**config.mk**
```make
export PLATFORM = sky130hd
export DESIGN_NAME = uart_fifo_ctrl
export DESIGN_NICKNAME = d
export VERILOG_FILES = /design/src/rtl/uart_fifo_pkg.sv /design/src/rtl/uart_fifo_buf.sv /design/src/rtl/uart_trig_sel.sv /design/src/rtl/uart_rdy_latch.sv /design/src/rtl/uart_fifo_ctrl.sv
export SDC_FILE = /design/constraint.sdc
export NUM_CORES = 1
export LEC_CHECK = 0
export BUFFER_PORTS_ARGS = -buffer_cell sky130_fd_sc_hd__clkbuf_2
export CAP_MARGIN = 15
export CORE_MARGIN = 2
export CORE_UTILIZATION = 45
export CTS_CLUSTER_DIAMETER = 100
export CTS_CLUSTER_SIZE = 25
export DETAILED_ROUTE_END_ITERATION = 10
export GPL_ROUTABILITY_DRIVEN = 1
export MAX_ROUTING_LAYER = met4
export PLACE_DENSITY = 0.59
export SYNTH_ARGS = -nofsm -noshare
export SYNTH_HDL_FRONTEND = slang
export SYNTH_SLANG_ARGS = --single-unit
```
**constraint.sdc**
```tcl
create_clock -name clk -period 3.7 [get_ports clk]
set_input_delay 0.74 -clock clk [delete_from_list [all_inputs] [get_ports clk]]
set_output_delay 0.74 -clock clk [all_outputs]
set_load 0.03 [all_outputs]
```
**src/rtl/uart_fifo_pkg.sv**
```systemverilog
// Shared helpers for the UART FIFO control block.
// Assumes the coded trigger tables are meant for 32-entry queues.
package uart_fifo_pkg;

    // Receive threshold selected by the two-bit receive code
    function automatic logic [7:0] rx_code_level(input logic [1:0] code);
        case (code)
            2'b00:   return 8'd8;
            2'b01:   return 8'd16;
            2'b10:   return 8'd24;
            default: return 8'd28;
        endcase
    endfunction

    // Transmit threshold selected by the two-bit transmit code
    function automatic logic [7:0] tx_code_level(input logic [1:0] code);
        case (code)
            2'b00:   return 8'd16;
            2'b01:   return 8'd8;
            2'b10:   return 8'd24;
            default: return 8'd30;
        endcase
    endfunction

endpackage

```
**src/rtl/uart_fifo_buf.sv**
```systemverilog
// Circular byte queue with a run-time capacity limit.
// Assumes cap <= DEPTH. A flush wins over push and pop on the same edge.
module uart_fifo_buf #(
    parameter int DATA_W = 8,
    parameter int DEPTH  = 32,
    localparam int CNT_W = $clog2(DEPTH + 1),
    localparam int PTR_W = $clog2(DEPTH)
) (
    input  logic              clk,
    input  logic              rst_n,
    input  logic              clr,
    input  logic [CNT_W-1:0]  cap,
    input  logic              push,
    input  logic [DATA_W-1:0] push_data,
    input  logic              pop,
    output logic [DATA_W-1:0] pop_data,
    output logic [CNT_W-1:0]  count,
    output logic              ovf
);
    logic [DATA_W-1:0] mem [DEPTH];
    logic [PTR_W-1:0]  wr_ptr, rd_ptr;
    logic              push_ok, pop_ok;

    function automatic logic [PTR_W-1:0] bump(input logic [PTR_W-1:0] p);
        return (p == PTR_W'(DEPTH - 1)) ? '0 : p + 1'b1;
    endfunction

    // Accept decisions taken on the fill count at this edge
    always_comb begin
        push_ok = push && (count < cap);
        pop_ok  = pop && (count != '0);
    end

    // Storage array, written on an accepted push
    always_ff @(posedge clk) begin
        if (push_ok && !clr) mem[wr_ptr] <= push_data;
    end

    // Pointers, count, pop data and the sticky overflow flag
    always_ff @(posedge clk) begin
        if (!rst_n) begin
            wr_ptr   <= '0;
            rd_ptr   <= '0;
            count    <= '0;
            ovf      <= 1'b0;
            pop_data <= '0;
        end else if (clr) begin
            wr_ptr <= '0;
            rd_ptr <= '0;
            count  <= '0;
            ovf    <= 1'b0;
        end else begin
            if (push_ok) wr_ptr <= bump(wr_ptr);
            if (pop_ok) begin
                rd_ptr   <= bump(rd_ptr);
                pop_data <= mem[rd_ptr];
            end
            if (push && !push_ok) ovf <= 1'b1;
            case ({push_ok, pop_ok})
                2'b10:   count <= count + 1'b1;
                2'b01:   count <= count - 1'b1;
                default: count <= count;
            endcase
        end
    end
endmodule

```
**src/rtl/uart_trig_sel.sv**
```systemverilog
// Chooses the receive and transmit thresholds from the codes,
// the override registers and the enable. Purely combinational.
module uart_trig_sel #(
    parameter int LVL_W = 8
) (
    input  logic             en,
    input  logic [1:0]       rx_code,
    input  logic [1:0]       tx_code,
    input  logic             ovr_active,
    input  logic [LVL_W-1:0] ovr_rx,
    input  logic [LVL_W-1:0] ovr_tx,
    output logic [LVL_W-1:0] rx_lvl,
    output logic [LVL_W-1:0] tx_lvl
);
    import uart_fifo_pkg::*;

    // Priority: disabled gives 1, then override, then coded table
    always_comb begin
        if (!en) begin
            rx_lvl = LVL_W'(1);
            tx_lvl = LVL_W'(1);
        end else if (ovr_active) begin
            rx_lvl = ovr_rx;
            tx_lvl = ovr_tx;
        end else begin
            rx_lvl = LVL_W'(rx_code_level(rx_code));
            tx_lvl = LVL_W'(tx_code_level(tx_code));
        end
    end
endmodule

```
**src/rtl/uart_rdy_latch.sv**
```systemverilog
// Set/release latch used for the mode-1 DMA request outputs.
// It sets on set_in, holds until release_in and is cleared outside mode 1.
module uart_rdy_latch (
    input  logic clk,
    input  logic rst_n,
    input  logic mode1,
    input  logic set_in,
    input  logic release_in,
    output logic hold
);
    // Hysteresis state, updated from the conditions seen this cycle
    always_ff @(posedge clk) begin
        if (!rst_n || !mode1) hold <= 1'b0;
        else if (hold)        hold <= !release_in;
        else                  hold <= set_in;
    end
endmodule

```
**src/rtl/uart_fifo_ctrl.sv**
```systemverilog
// FIFO control for one UART channel: control byte decode, override
// registers, two byte queues, trigger compares and DMA request outputs.
// Assumes one control write at a time. Flush bits act on the write edge.
module uart_fifo_ctrl #(
    parameter int DATA_W = 8,
    parameter int DEPTH  = 32,
    parameter int LVL_W  = 8,
    parameter int N_OVR  = 4,
    localparam int CNT_W = $clog2(DEPTH + 1),
    localparam int SEL_W = $clog2(N_OVR)
) (
    input  logic              clk,
    input  logic              rst_n,
    input  logic              ctl_we,
    input  logic [7:0]        ctl_wdata,
    input  logic              ovr_we,
    input  logic [SEL_W-1:0]  ovr_sel,
    input  logic [LVL_W-1:0]  ovr_wdata,
    input  logic              tx_push,
    input  logic [DATA_W-1:0] tx_push_data,
    input  logic              tx_pop,
    output logic [DATA_W-1:0] tx_pop_data,
    input  logic              rx_push,
    input  logic [DATA_W-1:0] rx_push_data,
    input  logic              rx_pop,
    output logic [DATA_W-1:0] rx_pop_data,
    input  logic              rx_timeout,
    output logic              fifo_en,
    output logic [CNT_W-1:0]  tx_level,
    output logic [CNT_W-1:0]  rx_level,
    output logic              tx_trig,
    output logic              rx_trig,
    output logic              tx_ovf,
    output logic              rx_ovf,
    output logic              tx_ready_n,
    output logic              rx_ready_n
);
    logic             dma_q;
    logic [1:0]       rx_code_q, tx_code_q;
    logic [LVL_W-1:0] ovr_q [N_OVR];
    logic             ovr_active, en_flip, rx_clr, tx_clr, mode1;
    logic [CNT_W-1:0] cap, tx_free;
    logic [LVL_W-1:0] rx_lvl, tx_lvl;
    logic             rx_hold, tx_hold;

    // Control byte: enable, DMA mode and the two codes (flush bits not kept)
    always_ff @(posedge clk) begin
        if (!rst_n) begin
            fifo_en   <= 1'b0;
            dma_q     <= 1'b0;
            rx_code_q <= 2'b00;
            tx_code_q <= 2'b00;
        end else if (ctl_we) begin
            fifo_en   <= ctl_wdata[0];
            dma_q     <= ctl_wdata[3];
            tx_code_q <= ctl_wdata[5:4];
            rx_code_q <= ctl_wdata[7:6];
        end
    end

    // Override registers, one per index
    for (genvar i = 0; i < N_OVR; i++) begin : g_ovr
        always_ff @(posedge clk) begin
            if (!rst_n)                               ovr_q[i] <= '0;
            else if (ovr_we && ovr_sel == SEL_W'(i))  ovr_q[i] <= ovr_wdata;
        end
    end

    // Override is active when any register holds a nonzero value
    always_comb begin
        ovr_active = 1'b0;
        for (int i = 0; i < N_OVR; i++) ovr_active |= (ovr_q[i] != '0);
    end

    // Flush requests, capacity and mode decode
    always_comb begin
        en_flip = ctl_we && (ctl_wdata[0] != fifo_en);
        rx_clr  = (ctl_we && ctl_wdata[1]) || en_flip;
        tx_clr  = (ctl_we && ctl_wdata[2]) || en_flip;
        cap     = fifo_en ? CNT_W'(DEPTH) : CNT_W'(1);
        mode1   = fifo_en && dma_q;
        tx_free = cap - tx_level;
    end

    uart_trig_sel #(.LVL_W(LVL_W)) u_sel (
        .en(fifo_en), .rx_code(rx_code_q), .tx_code(tx_code_q),
        .ovr_active(ovr_active), .ovr_rx(ovr_q[0]), .ovr_tx(ovr_q[1]),
        .rx_lvl(rx_lvl), .tx_lvl(tx_lvl)
    );

    uart_fifo_buf #(.DATA_W(DATA_W), .DEPTH(DEPTH)) u_rxq (
        .clk(clk), .rst_n(rst_n), .clr(rx_clr), .cap(cap),
        .push(rx_push), .push_data(rx_push_data), .pop(rx_pop),
        .pop_data(rx_pop_data), .count(rx_level), .ovf(rx_ovf)
    );

    uart_fifo_buf #(.DATA_W(DATA_W), .DEPTH(DEPTH)) u_txq (
        .clk(clk), .rst_n(rst_n), .clr(tx_clr), .cap(cap),
        .push(tx_push), .push_data(tx_push_data), .pop(tx_pop),
        .pop_data(tx_pop_data), .count(tx_level), .ovf(tx_ovf)
    );

    // Threshold compares: receive on fill, transmit on free space
    always_comb begin
        rx_trig = {{(LVL_W-CNT_W){1'b0}}, rx_level} >= rx_lvl;
        tx_trig = {{(LVL_W-CNT_W){1'b0}}, tx_free} >= tx_lvl;
    end

    uart_rdy_latch u_rx_rdy (
        .clk(clk), .rst_n(rst_n), .mode1(mode1),
        .set_in(rx_trig || rx_timeout), .release_in(rx_level == '0),
        .hold(rx_hold)
    );

    uart_rdy_latch u_tx_rdy (
        .clk(clk), .rst_n(rst_n), .mode1(mode1),
        .set_in(tx_level == cap), .release_in(tx_trig),
        .hold(tx_hold)
    );

    // DMA request outputs: latched in mode 1, plain occupancy otherwise
    always_comb begin
        rx_ready_n = mode1 ? !rx_hold : (rx_level == '0);
        tx_ready_n = mode1 ? tx_hold  : (tx_level != '0);
    end
endmodule

```
# [Yosys cells after proc, flatten, opt, wreduce, memory -nomap -nowiden]
# Memory sizes are Yosys's and may differ from the RTL's. A register that Yosys moved wholly into a read port is not among the register bits.
# Index checks and enable logic that the tools add are counted.
[totals] regBits=42 ram_bits=544 inputBits=43 output_inout_bits=35 n_memories=3
[memory_table] name="u_rxq.mem" depth=32 word_bits=8 read_ports=1 rd_ports_with_merged_regs=1 write_ports=1 line="uart_fifo_buf.sv:20" rtl="logic [DATA_W-1:0] mem [DEPTH];"
[memory_table] name="u_txq.mem" depth=32 word_bits=8 read_ports=1 rd_ports_with_merged_regs=1 write_ports=1 line="uart_fifo_buf.sv:20"
[memory_table] name="ovr_q" depth=4 word_bits=8 read_ports=4 rd_ports_with_merged_regs=0 write_ports=4 line="uart_fifo_ctrl.sv:40" rtl="logic [LVL_W-1:0] ovr_q [N_OVR];"
[classes] add_sub_neg=9 n_lt_le_gt_ge=4 eq_ne=17 n_mux=38 bitwise=10 reduce_logical=47
[op_table] cell="two-way mux 8 bit" count=8
[op_table] cell="nonzero test 8 bit" count=4
[op_table] cell="one-hot mux 5 bit (3 select lines)" count=2
[op_table] cell="one-hot mux 6 bit (2 select lines)" count=2
[op_table] cell="two-way mux 1 bit" count=21
[op_table] cell="adder 5 x 1 -> 5 bit, second input constant" count=4
[op_table] cell="== test 5 bit, second input constant" count=4
[op_table] cell="two-way mux 5 bit" count=4
[op_table] cell="greater-or-equal comparator 6 x 8 -> 1 bit" count=2
[op_table] cell="logical AND 1 bit" count=16
[op_table] cell="adder 6 x 1 -> 6 bit, second input constant" count=2
[op_table] cell="== test 2 bit, second input constant" count=6
[op_table] cell="< comparator 6 bit" count=2
[op_table] cell="nonzero test 6 bit" count=2
[op_table] cell="subtractor 6 x 1 -> 6 bit, second input constant" count=2
[op_table] cell="zero test 1 bit" count=11
[op_table] cell="== test 2 x 1 -> 1 bit, second input constant" count=5
[op_table] cell="OR 1 bit" count=7
[op_table] cell="== test 6 bit" count=1
[op_table] cell="zero test 2 bit" count=3
[op_table] cell="zero test 6 bit" count=1
[op_table] cell="two-way mux 6 bit" count=1
[op_table] cell="subtractor 6 bit" count=1
[op_table] cell="logical OR 1 bit" count=4
[op_table] cell="5 further kinds" count=10

# [Depth between registers and ports, before layout]
# Gate-level depths: netlist of the first run.
# An unclocked memory read counts as a cell.
[logic_depth] word_depth=10 depth_mapped=16 depth_no_buf=15

# [Hierarchy]
# From an unflattened synthesis of the first run, not the netlist that was laid out.
[unflattened] hier_cells=1580 area_unflattened_um2=25360.6
[modules_own_cells] module="uart_fifo_buf (u_rxq)" n_inst=1 cells_each=681 area_per_inst_um2=11519.8 seq_area_each_um2=8187.9
[modules_own_cells] module="uart_fifo_buf (u_txq)" n_inst=1 cells_each=674 area_per_inst_um2=11513.5 seq_area_each_um2=8187.9
[modules_own_cells] module="uart_fifo_ctrl" n_inst=1 cells_each=182 area_per_inst_um2=2039.5 seq_area_each_um2=1081.0
[modules_own_cells] module="uart_trig_sel" n_inst=1 cells_each=35 area_per_inst_um2=207.7 seq_area_each_um2=0.0
[modules_own_cells] module="uart_rdy_latch" n_inst=2 cells_each=4 area_per_inst_um2=40.0 seq_area_each_um2=20.0

# [Worst setup path before layout of the first run]
# Ideal clock, no wire load.
[synth_path] path_kind="register -> register" from="register u_txq.count[0]" to="register u_txq.count[5]" setup_ns=0.124 t_arrival_ns=3.065 t_required_ns=3.576 slack_ns=0.511 path_stages_with_launch=16 n_path_buf=1 cell_sequence="dfxtp_1 ha_1 inv_1 ha_1 nor3b_1 and3b_1 o211ai_1 buf_2 ha_1 ha_1 a21o_1 a21oi_1 o21ai_0 o311ai_0 xnor2_1 nor2_1"
[synth_via] elab_chain_cells=4 elab_cells_between_ends=10 cone_classes="2 x add/sub; 1 x order compare; 2 x eq/ne; 1 x mux; 4 x reduce/logical"
[synth_rtl] item="from (decl)" line="uart_fifo_buf.sv:17" rtl="output logic [CNT_W-1:0] count,"
[synth_rtl] item="from (signal assigned)" line="uart_fifo_buf.sv:60" rtl="2'b10: count <= count + 1'b1;"
[synth_rtl] item="from (signal assigned)" line="uart_fifo_buf.sv:61" rtl="2'b01: count <= count - 1'b1;"
[synth_rtl] item="from (signal assigned)" line="uart_fifo_buf.sv:62" rtl="default: count <= count;"
[synth_rtl] item="< comparator 6 bit / nonzero test 6 bit (equally long branches)" line="uart_fifo_buf.sv:30, uart_fifo_buf.sv:31"
[synth_rtl] item="logical AND 1 bit, on equally long branches" line="uart_fifo_buf.sv:30, uart_fifo_buf.sv:31"
[synth_rtl] item="== test 2 x 1 -> 1 bit / == test 2 bit (equally long branches)" line="uart_fifo_buf.sv:59" rtl="case ({push_ok, pop_ok})"
[synth_rtl] item="one-hot mux 6 bit (2 select lines) / nonzero test 2 bit (equally long branches)"
# Parallel ways exist; a longest one is shown, timed or not.
# A chain may end at the register's enable or synchronous reset.

==> results of run 1 <==
[path summary, 6_finish.rpt]
kind	startpoint	end	slack, ps	depth (start not counted)
worst min register to register	u_txq.pop_data[6]	u_txq.pop_data[6]	450	2
worst min-delay path	ctl_wdata[3]	dma_q	380	3
worst max register to register	u_txq.count[0]	u_txq.count[5]	640	14
worst max-delay path	ovr_q[1][1]	tx_trig	70	11
[stage by stage]
step	TNS [ps]	util (%)
after global placement	0	48.77
final	0	50.60
after global routing	-169.8	50.60
after detailed placement	0	48.77
after CTS	0	50.40
after floorplan	0	-
[worst max-delay path, delay by kind of cell, from the launching register on]
family	cells	cell delay, ps
AO/OA/AOI/OAI	3	290
adder cells (fa/ha/maj)	1	350
buffers and inverters	1	160
flip-flops	1	440
AND/OR/NAND/NOR	6	1020
[Yosys cell counts, drive strengths merged (4+ instances only)]
master / n
nand3b: 7
nand4: 5
mux2i: 91
a21oi: 62
or4: 4
a22oi: 18
or3b: 4
o21ai: 40
xnor2: 10
nor3: 18
nand2: 56
xor2: 5
a31oi: 5
nor3b: 5
a21o: 4
inv: 26
nand3: 16
dfxtp: 58
a221oi: 24
nor2: 132
nor2b: 26
nor4: 11
a221o: 8
nand2b: 8
edfxtp: 544
and2: 35
buf: 36
clkbuf: 37
ha: 40
a211oi: 20
and3: 4
mux4: 96
[power groups by stage]
| stage | logic (W) | clock network [W] | registers [W] |
|---|---|---|---|
| after floorplan | 0.00202 | 0 | 0.00799 |
| after detailed placement | 0.00289 | 0 | 0.00802 |
| final | 0.00308 | 0.00352 | 0.00786 |
| after global placement | 0.00285 | 0 | 0.00801 |
| after CTS | 0.00301 | 0.00364 | 0.00787 |
| after global routing | 0.00334 | 0.00386 | 0.00790 |
[placed cells by master, fill, tap and decap left out, types with 8 or more instances in the layout]
cell type	count
edfxtp_1	544
nor2_1	129
mux4_2	96
buf_4	95
mux2i_1	91
clkbuf_2	76
a21oi_1	58
nand2_1	55
dfxtp_1	53
ha_1	39
o21ai_0	34
and2_1	34
clkbuf_16	28
inv_1	26
nor2b_1	26
a221oi_1	24
clkbuf_1	20
a211oi_1	19
nor3_1	18
a22oi_1	18
nand3_1	14
xnor2_1	10
nand2b_1	8
a221o_1	8
[cells by family (layout without fill, tap and decap cells)]
kind of cell / after synthesis / after routing
mux: 188 / 188
xor+xnor: 15 / 15
compound gates: 197 / 197
flops: 602 / 602
buf+inv: 99 / 255
simple gates: 341 / 341
fa+ha+maj: 42 / 42
[routing by layer]
metal	vias to the layer above	track usage [%]
met5	-	-
met4	0	4.148
met3	56	1.874
met2	317	31.89
met1	6867	27.78
li1	6069	-
[state kept, by name, indices dropped and copies added, names as in the netlist, 2 cells and up]
name / flops
ovr_q: 32
u_rxq.count: 6
rx_code_q: 2
tx_code_q: 2
u_txq.pop_data: 8
u_txq.rd_ptr: 5
u_rxq.mem: 256
u_rxq.rd_ptr: 5
u_txq.count: 6
u_rxq.wr_ptr: 5
u_txq.wr_ptr: 5
u_txq.mem: 256
u_rxq.pop_data: 8
[area by class of cell]
cell class | count | area share [%]
inverters | 26 | 0.3570
multi-input cells | 783 | 25.07
flip-flops and latches | 602 | 64.05
clock inverters | 4 | 0.1556
well taps | 696 | 3.186
repair buffers | 177 | 4.344
clock buffers | 48 | 2.838
[timing repair]
action                     CTS  global route
setup endpoints to repair    2             2
setup buffers                1             3
resized for setup           13            21
pin swaps                    3            17
==> flow_metrics.tcl, run 1 <==
set metrics [dict create \
    numPortBuffers 77 \
    min_path_type "input port to flip-flop" \
    fin_crit_ps 3627 \
    swShare_pct 28.33 \
    synth-main-ff-cell "edfxtp_1" \
    avgViaCountPerCell 5.697 \
    cp_slowest_cell "edfxtp_1" \
    nNetsFinal 1703 \
    antenna_found_initial 1 \
    seqCellArea_mm2 0.01751 \
    place_inst 2278 \
    top_layer "met4" \
    postRouteAntennaNets 0 \
    synth-compound-area-share_pct 5.241 \
    p_clk_share_pct 24.4 \
    synth_top_cell_area_share_pct 66.18 \
    pwr-share-comb_pct 21.3 \
    period_share_pct 98.02 \
    dpl_cell_area_mm2 0.02635 \
    syn_inst 1484 \
    critical_path_required_ps 2960 \
    worst_hold_slack_ps 381.6 \
    critPathMaxStageDelay_ps 440 \
    gr-total-overflow 0 \
    initial_core_util_pct 45.69 \
    route.met3.wl_um 2301 \
    die-area_mm2 0.05674 \
    p_sw_w 0.004098 \
    wl_per_cell_um 23.35 \
    cts_buffers 28 \
    maxCapViolations 0 \
    dp_slack_ps 407.5 \
    ctsHoldBuffers 0 \
    syn2layout_area_growth_pct 10.74 \
    outcome "complete, no violations" \
    clockBufferDepth 3 \
    antennaDiodeCount 0 \
    setup_viol 0 \
    die_x_um 238.2 \
    track_usage_pct 19.80 \
    grt_start_max_net_pins 49 \
    worst_ep_arrival_time_ps 2890 \
    clock_latency_ps 620 \
    ys_types 57 \
    cts-root-buf "clkbuf_16" \
    intPower_w 0.01037 \
    routed-via-count 13309 \
    vdd_ir_drop_max_mv 0.5047 \
    drc 0 \
    synthArstFlopShare_pct 0 \
    synth_seq_cells 602 \
    worstSetupPathType "flip-flop to output port" \
    cts.clk_slew.worst_paths_ps 100 \
    synth_xor_area_share_pct 0.5322 \
    grt_first_pass_wirelength_um 81970 \
    dr.pass1.iters 5 \
    maxSlewViolCount 0 \
    rows 85 \
    p_leak_nw 8.799 \
    pwr_density_cell_mw_per_mm2 529.3 \
    multi_input_area_mm2 0.006853 \
    synth_top_family_by_area "multiplexers" \
    synthAdderAreaFrac_pct 2.190 \
    fill_cells 4486 \
    end_kind "output port" \
    first_iter_violations 1155 \
    wl_met1_um 24700 \
    cts_tree "built" \
    ioPinCount 78 \
    clkSinkCount 602 \
    cts_max_level 1 \
    wl_um 54550 \
    clock_skew_ps 20.22 \
    synth.net_count 1569 \
    rsz0062_at_grt "true" \
    worstMarginPinSlew_ps 961.4 \
    yosys_warnings 0 \
    fin_cells 2336 \
    gp_congestion 0.8362 \
    synth-edff-count 544 \
    hpwl_um 35220 \
    wl_met2_um 26490 \
    critical_path_peak_fanout 7 \
    worst_slack_ps 73.43 \
    core_area_mm2 0.05403 \
    path_cells "nor4_2 > nand4_1 > or2_4 > nor2_2 > o21ai_1 > ha_1 > a21oi_2 > o21ai_1 > nand4_1 > nand3_2 > buf_8" \
    avgSynthCellArea_um2 16.63 \
    yosysSeqAreaShare_pct 70.88 \
    synth_area_leader_cell "edfxtp_1" \
    netlist_area_mm2 0.02468 \
    total_power_w 0.01447 \
    die_h_um 238.2 \
    synth-simple-area-share_pct 6.833 \
    relSlewSlack_pct 35.90 \
    grt_pass1_vias 13173 \
    fmax_ghz 0.2757 \
    hold_violations 0 \
    drive_gt1_share_pct 20.85 \
    power_frac_seq_pct 54.3 \
    final_cell_area_mm2 0.02734 \
    cp-start-kind "flip-flop" \
    synthMuxAreaShare_pct 12.49 \
    synth_area_leaders "edfxtp_1 66%, mux4_2 8.8%, dfxtp_1 4.7%" \
]
(Power assumes the default switching activity.)
==> run 2: changes to the inputs <==
Settings changed: GPL_TIMING_DRIVEN set to 0.
==> run 2 against run 1 <==
  * The flow now finishes with violations (negative setup slack)
  * Routed wire length rose by 5.0%
  * Worst setup slack got worse by 74 ps
  * Final cell count is 1.1% lower
  * Non-clock buffer count down 25
  * Register-to-register slack got worse by 420 ps
  * Clock power rose by 2%
  * Worst hold slack worse by 42 ps
  * Via count rose by 0.11%
  * Flip-flop and latch count unchanged
  * Clock-buffer cell count stayed put
==> flow_metrics.tcl, run 2 (synthesized netlist as in run 1, its figures left out) <==
set metrics [dict create \
    wl_per_cell_um 24.78 \
    worstSetupPathType "flip-flop to output port" \
    core_area_mm2 0.05403 \
    clock_latency_ps 610 \
    postRouteAntennaNets 0 \
    drc 0 \
    cts_buffers 28 \
    rows 85 \
    maxSlewViolCount 0 \
    critical_path_peak_fanout 7 \
    period_share_pct 100.0 \
    rsz0062_at_grt "true" \
    hold_violations 0 \
    grt_pass1_vias 13423 \
    maxCapViolations 0 \
    min_path_type "input port to flip-flop" \
    violations "negative setup slack" \
    antennaDiodeCount 0 \
    relSlewSlack_pct 27.04 \
    final_common_cell "edfxtp_1" \
    gp_congestion 0.8977 \
    critical_path_required_ps 2960 \
    cp-start-kind "flip-flop" \
    die_h_um 238.2 \
    post-route-util_pct 49.92 \
    cts_max_level 1 \
    vdd_ir_drop_max_mv 0.4111 \
    p_leak_nw 8.484 \
    grt_start_max_net_pins 33 \
    clkSinkCount 602 \
    cts_tree "built" \
    final_cell_area_mm2 0.02697 \
    cts.clk_slew.worst_paths_ps 110 \
    drive_gt1_share_pct 18.27 \
    wl_um 57260 \
    end_kind "output port" \
    clockBufferDepth 3 \
    ioPinCount 78 \
    grt_first_pass_wirelength_um 85830 \
    worstMarginPinSlew_ps 1083 \
    worst_ep_arrival_time_ps 2960 \
    final_cell_mix "544 x edfxtp_1, 104 x nor2_1, 96 x mux4_2, 91 x mux2i_1, 73 x clkbuf_2" \
    cts-root-buf "clkbuf_16" \
    fmax_ghz 0.2703 \
    pwr_density_cell_mw_per_mm2 541.4 \
    worst_slack_ps -0.2223 \
    reg_top3 "u_rxq.mem (256), u_txq.mem (256), ovr_q (32)" \
    numPortBuffers 75 \
    clock_skew_ps 26.76 \
    first_iter_violations 1159 \
    outcome "finished, violations left" \
    fill_cells 4526 \
    initial_core_util_pct 45.69 \
    syn2layout_area_growth_pct 9.255 \
    dpl_cell_area_mm2 0.02593 \
    nNetsFinal 1678 \
    antenna_found_initial 0 \
    setup_viol 1 \
    hpwl_um 38500 \
    avgViaCountPerCell 5.765 \
    die-area_mm2 0.05674 \
    track_usage_pct 20.90 \
    die_x_um 238.2 \
    gr-total-overflow 0 \
    dr.pass1.iters 5 \
    routed-via-count 13323 \
    fin_crit_ps 3700 \
]
-- run 2: cell types whose count changed in the layout (fill, tap and decap cells not counted), moves of 5 or more --
cell,previous run,this run
buf_4,95,13
nor2_2,2,27
nor2_1,129,104
clkbuf_1,20,54
dfxtp_1,53,58
buf_1,0,5
buf_2,1,21
-- run 2: per-layer routing --
layer	wire, um	GRT usage [%]	vias to the layer above
met5	0	-	-
met4	1010	4.261	0
met3	3180	2.719	60
met2	28130	34.45	362
met1	24940	28.18	6869
li1	-	-	6032
-- run 2: final cells by class --
type                       instances  area, um2  share of cell area [%]
clock inverter                     4      30.03                  0.1113
sequential                       602      17500                   64.88
inverter                          26      97.59                  0.3619
clock buffer                      48      797.0                   2.955
timing repair buffer              80      426.7                   1.582
multi-input combinational        783       6898                   25.58
buffer                            72      352.8                   1.308
tap                              696      870.8                   3.229
-- run 2: final timing paths --
| check | startpoint | endpoint | slack, ps | cells after the start |
|---|---|---|---|---|
| setup / recovery | ovr_q[3][1] | rx_trig | -0.2 | 9 |
| hold / removal | rx_timeout | u_rx_rdy.hold | 340 | 2 |
| setup reg to reg | fifo_en | u_rxq.mem[14][4] | 220 | 9 |
| hold reg to reg | u_txq.pop_data[1] | u_txq.pop_data[1] | 440 | 2 |
-- run 2: critical path: stages (launching register included) --
cell	delay, ps
edfxtp_1	390
nor4_2	320
nand4_1	190
or2_4	340
and2_4	180
nand2_1	70
ha_1	240
a211oi_1	300
a21oi_2	140
clkbuf_8	180
-- run 2: power breakdown --
part | leakage, nW | switching [W] | internal (W) | total (W)
sequential | 5.39 | 0.000154 | 0.00759 | 0.00774
clock | 0.395 | 0.00209 | 0.00149 | 0.00358
combinational | 2.70 | 0.00199 | 0.00129 | 0.00328
total | 8.48 | 0.00423 | 0.0104 | 0.0146
-- run 2: through the flow --
step	setup TNS [ps]	power, W	setup WS, ps	hold slack [ps]	std cells
floorplan	0	0.01001	511.3	432.1	1484
global placement	0	0.01096	79.37	427.8	2255
detailed placement	0	0.01100	81.58	432.6	2255
CTS	-25.26	0.01465	-12.68	310.5	2309
global route	-1704	0.01522	-156.6	310.3	2311
finish	-0.2223	0.01460	-0.2223	339.5	2311
-- run 2: what timing repair did --
action | CTS | global route
buffers inserted | 3 | 0
gates cloned | 0 | 0
hold buffers | 0 | 0
resized for setup | 21 | 39
pin swaps | 18 | 13
endpoints found under the setup margin | 2 | 94
endpoints found under the hold margin | 0 | 0
==> run 3: changes to the inputs <==
Settings changed: CORE_ASPECT_RATIO set to 0.8, CTS_BUF_LIST set to sky130_fd_sc_hd__clkbuf_4 sky130_fd_sc_hd__clkbuf_8.
==> run 3 against run 2 <==
  * The run still ends with negative setup slack left
  * Clock power shrank 18%
  * Final cell count grew 0.22%
  * Total power shrank 4.7%
  * Global-route usage is essentially flat
  * Critical endpoint unchanged
  * Largest cell class unchanged
  * Largest power group unchanged
  * Highest routed layer unchanged
==> flow_metrics.tcl, run 3 (synthesized netlist as in run 1, its figures left out) <==
set metrics [dict create \
    track_usage_pct 20.87 \
    reg_top3 "u_rxq.mem (256), u_txq.mem (256), ovr_q (32)" \
    cts_buffers 28 \
    clock_latency_ps 690 \
    gr-total-overflow 0 \
    final_common_cell "edfxtp_1" \
    numPortBuffers 75 \
    place_inst 2261 \
    wl_per_cell_um 24.69 \
    die_h_um 213.5 \
    relSlewSlack_pct 23.58 \
    setup_tns_ps -88.19 \
    final_cell_mix "544 x edfxtp_1, 96 x nor2_1, 96 x mux4_2, 91 x mux2i_1, 73 x clkbuf_2" \
    wl_um 57180 \
    cp-start-kind "flip-flop" \
    critical_path_required_ps 2960 \
    hpwl_um 38930 \
    dr.pass1.iters 5 \
    outcome "finished, violations left" \
    core_area_mm2 0.05401 \
    ctsHoldBuffers 0 \
    fin_cells 2316 \
    drive_gt1_share_pct 19.89 \
    worst_hold_slack_ps 259.1 \
    post-route-util_pct 49.54 \
    initial_core_util_pct 45.70 \
    fmax_ghz 0.2663 \
    cts.clk_slew.worst_paths_ps 160 \
    avgViaCountPerCell 5.828 \
    first_iter_violations 1506 \
    fin_crit_ps 3755 \
    cts-root-buf "clkbuf_8" \
    clkSinkCount 602 \
    vdd_ir_drop_max_mv 0.5850 \
    antenna_found_initial 0 \
    die_x_um 265.9 \
    cts_max_level 1 \
    gp_congestion 0.8928 \
    worstMarginPinSlew_ps 1134 \
    rows 76 \
    postRouteAntennaNets 0 \
    pwr_density_cell_mw_per_mm2 520.0 \
    total_power_w 0.01392 \
    clockBufferDepth 3 \
    syn2layout_area_growth_pct 8.404 \
    critical_path_peak_fanout 7 \
    nNetsFinal 1677 \
    grt_start_max_net_pins 33 \
    cts_tree "built" \
    end_kind "output port" \
    hold_violations 0 \
    maxCapViolations 0 \
    rsz0062_at_grt "true" \
    routed-via-count 13498 \
    grt_first_pass_wirelength_um 84660 \
    antennaDiodeCount 0 \
    worst_slack_ps -54.64 \
    clock_skew_ps 30.34 \
    drc 0 \
    worstSetupPathType "flip-flop to output port" \
    grt_pass1_vias 13301 \
    setup_viol 2 \
    worst_ep_arrival_time_ps 3010 \
    fill_cells 4535 \
    ioPinCount 78 \
    p_leak_nw 8.403 \
    min_path_type "input port to flip-flop" \
    violations "negative setup slack" \
    period_share_pct 101.5 \
    maxSlewViolCount 0 \
    die-area_mm2 0.05676 \
]
run 3: cell types whose count changed in the layout (fill, tap and decap cells not counted), moves of 6 or more:
cell / before / now
clkbuf_1: 54 / 35
clkbuf_16: 29 / 0
clkbuf_4: 1 / 22
clkbuf_8: 2 / 31
nor2_1: 104 / 96
nor2_2: 27 / 33
run 3: power breakdown:
| part | leakage, nW | switching (W) | internal [W] | total [W] |
|---|---|---|---|---|
| Sequential | 5.39 | 0.000144 | 0.00759 | 0.00773 |
| Combinational | 2.69 | 0.00198 | 0.00127 | 0.00325 |
| Clock | 0.319 | 0.00197 | 0.000967 | 0.00294 |
| Total | 8.40 | 0.00409 | 0.00982 | 0.0139 |
run 3: per-stage QoR:
stage                     area, um2  setup slack (ps)
after floorplan               24680             511.3
after global placement        25940             135.8
after detailed placement      25940             97.04
after CTS                     26620            -132.2
after global routing          26760            -245.8
final                         26760            -54.64
run 3: final cells by class:
type                       instances  area, um2  share of cell area [%]
sequential                       602      17500                   65.39
multi-input combinational        783       6927                   25.88
tap                              702      878.3                   3.282
clock buffer                      50      556.8                   2.081
timing repair buffer              79      421.7                   1.576
buffer                            72      352.8                   1.319
inverter                          26      97.59                  0.3647
clock inverter                     2      28.78                  0.1075
run 3: worst max-delay path, stage by stage (launching register included):
cell,delay [ps]
edfxtp_1,430
nor4_2,300
nand4_1,170
or2_4,340
nor2_4,110
o21ai_2,60
ha_1,300
nor2b_1,120
o21ai_1,90
a21oi_2,220
clkbuf_8,200
run 3: worst paths after layout:
path                             to  cells past startpoint         startpoint  slack, ps
hold reg to reg   u_txq.pop_data[4]                      2  u_txq.pop_data[4]        450
hold / removal        u_rx_rdy.hold                      2         rx_timeout        260
setup / recovery            rx_trig                     10        ovr_q[0][2]        -50
setup reg to reg   u_rxq.mem[16][7]                      9            fifo_en        250
run 3: timing repair:
action / 4_1_cts / 5_1_grt
buffers inserted: 3 / 0
cloned: 0 / 0
setup endpoints to repair: 2 / 167
resized for setup: 25 / 45
pin swaps: 15 / 12
run 3: per-layer routing:
| metal | track usage (%) | wire [um] | vias up |
|---|---|---|---|
| met4 | 4.165 | 1020 | 0 |
| met1 | 31.24 | 26360 | 6968 |
| li1 | - | - | 6010 |
| met3 | 3.870 | 4920 | 64 |
| met2 | 30.05 | 24880 | 456 |
| met5 | - | 0 | - |
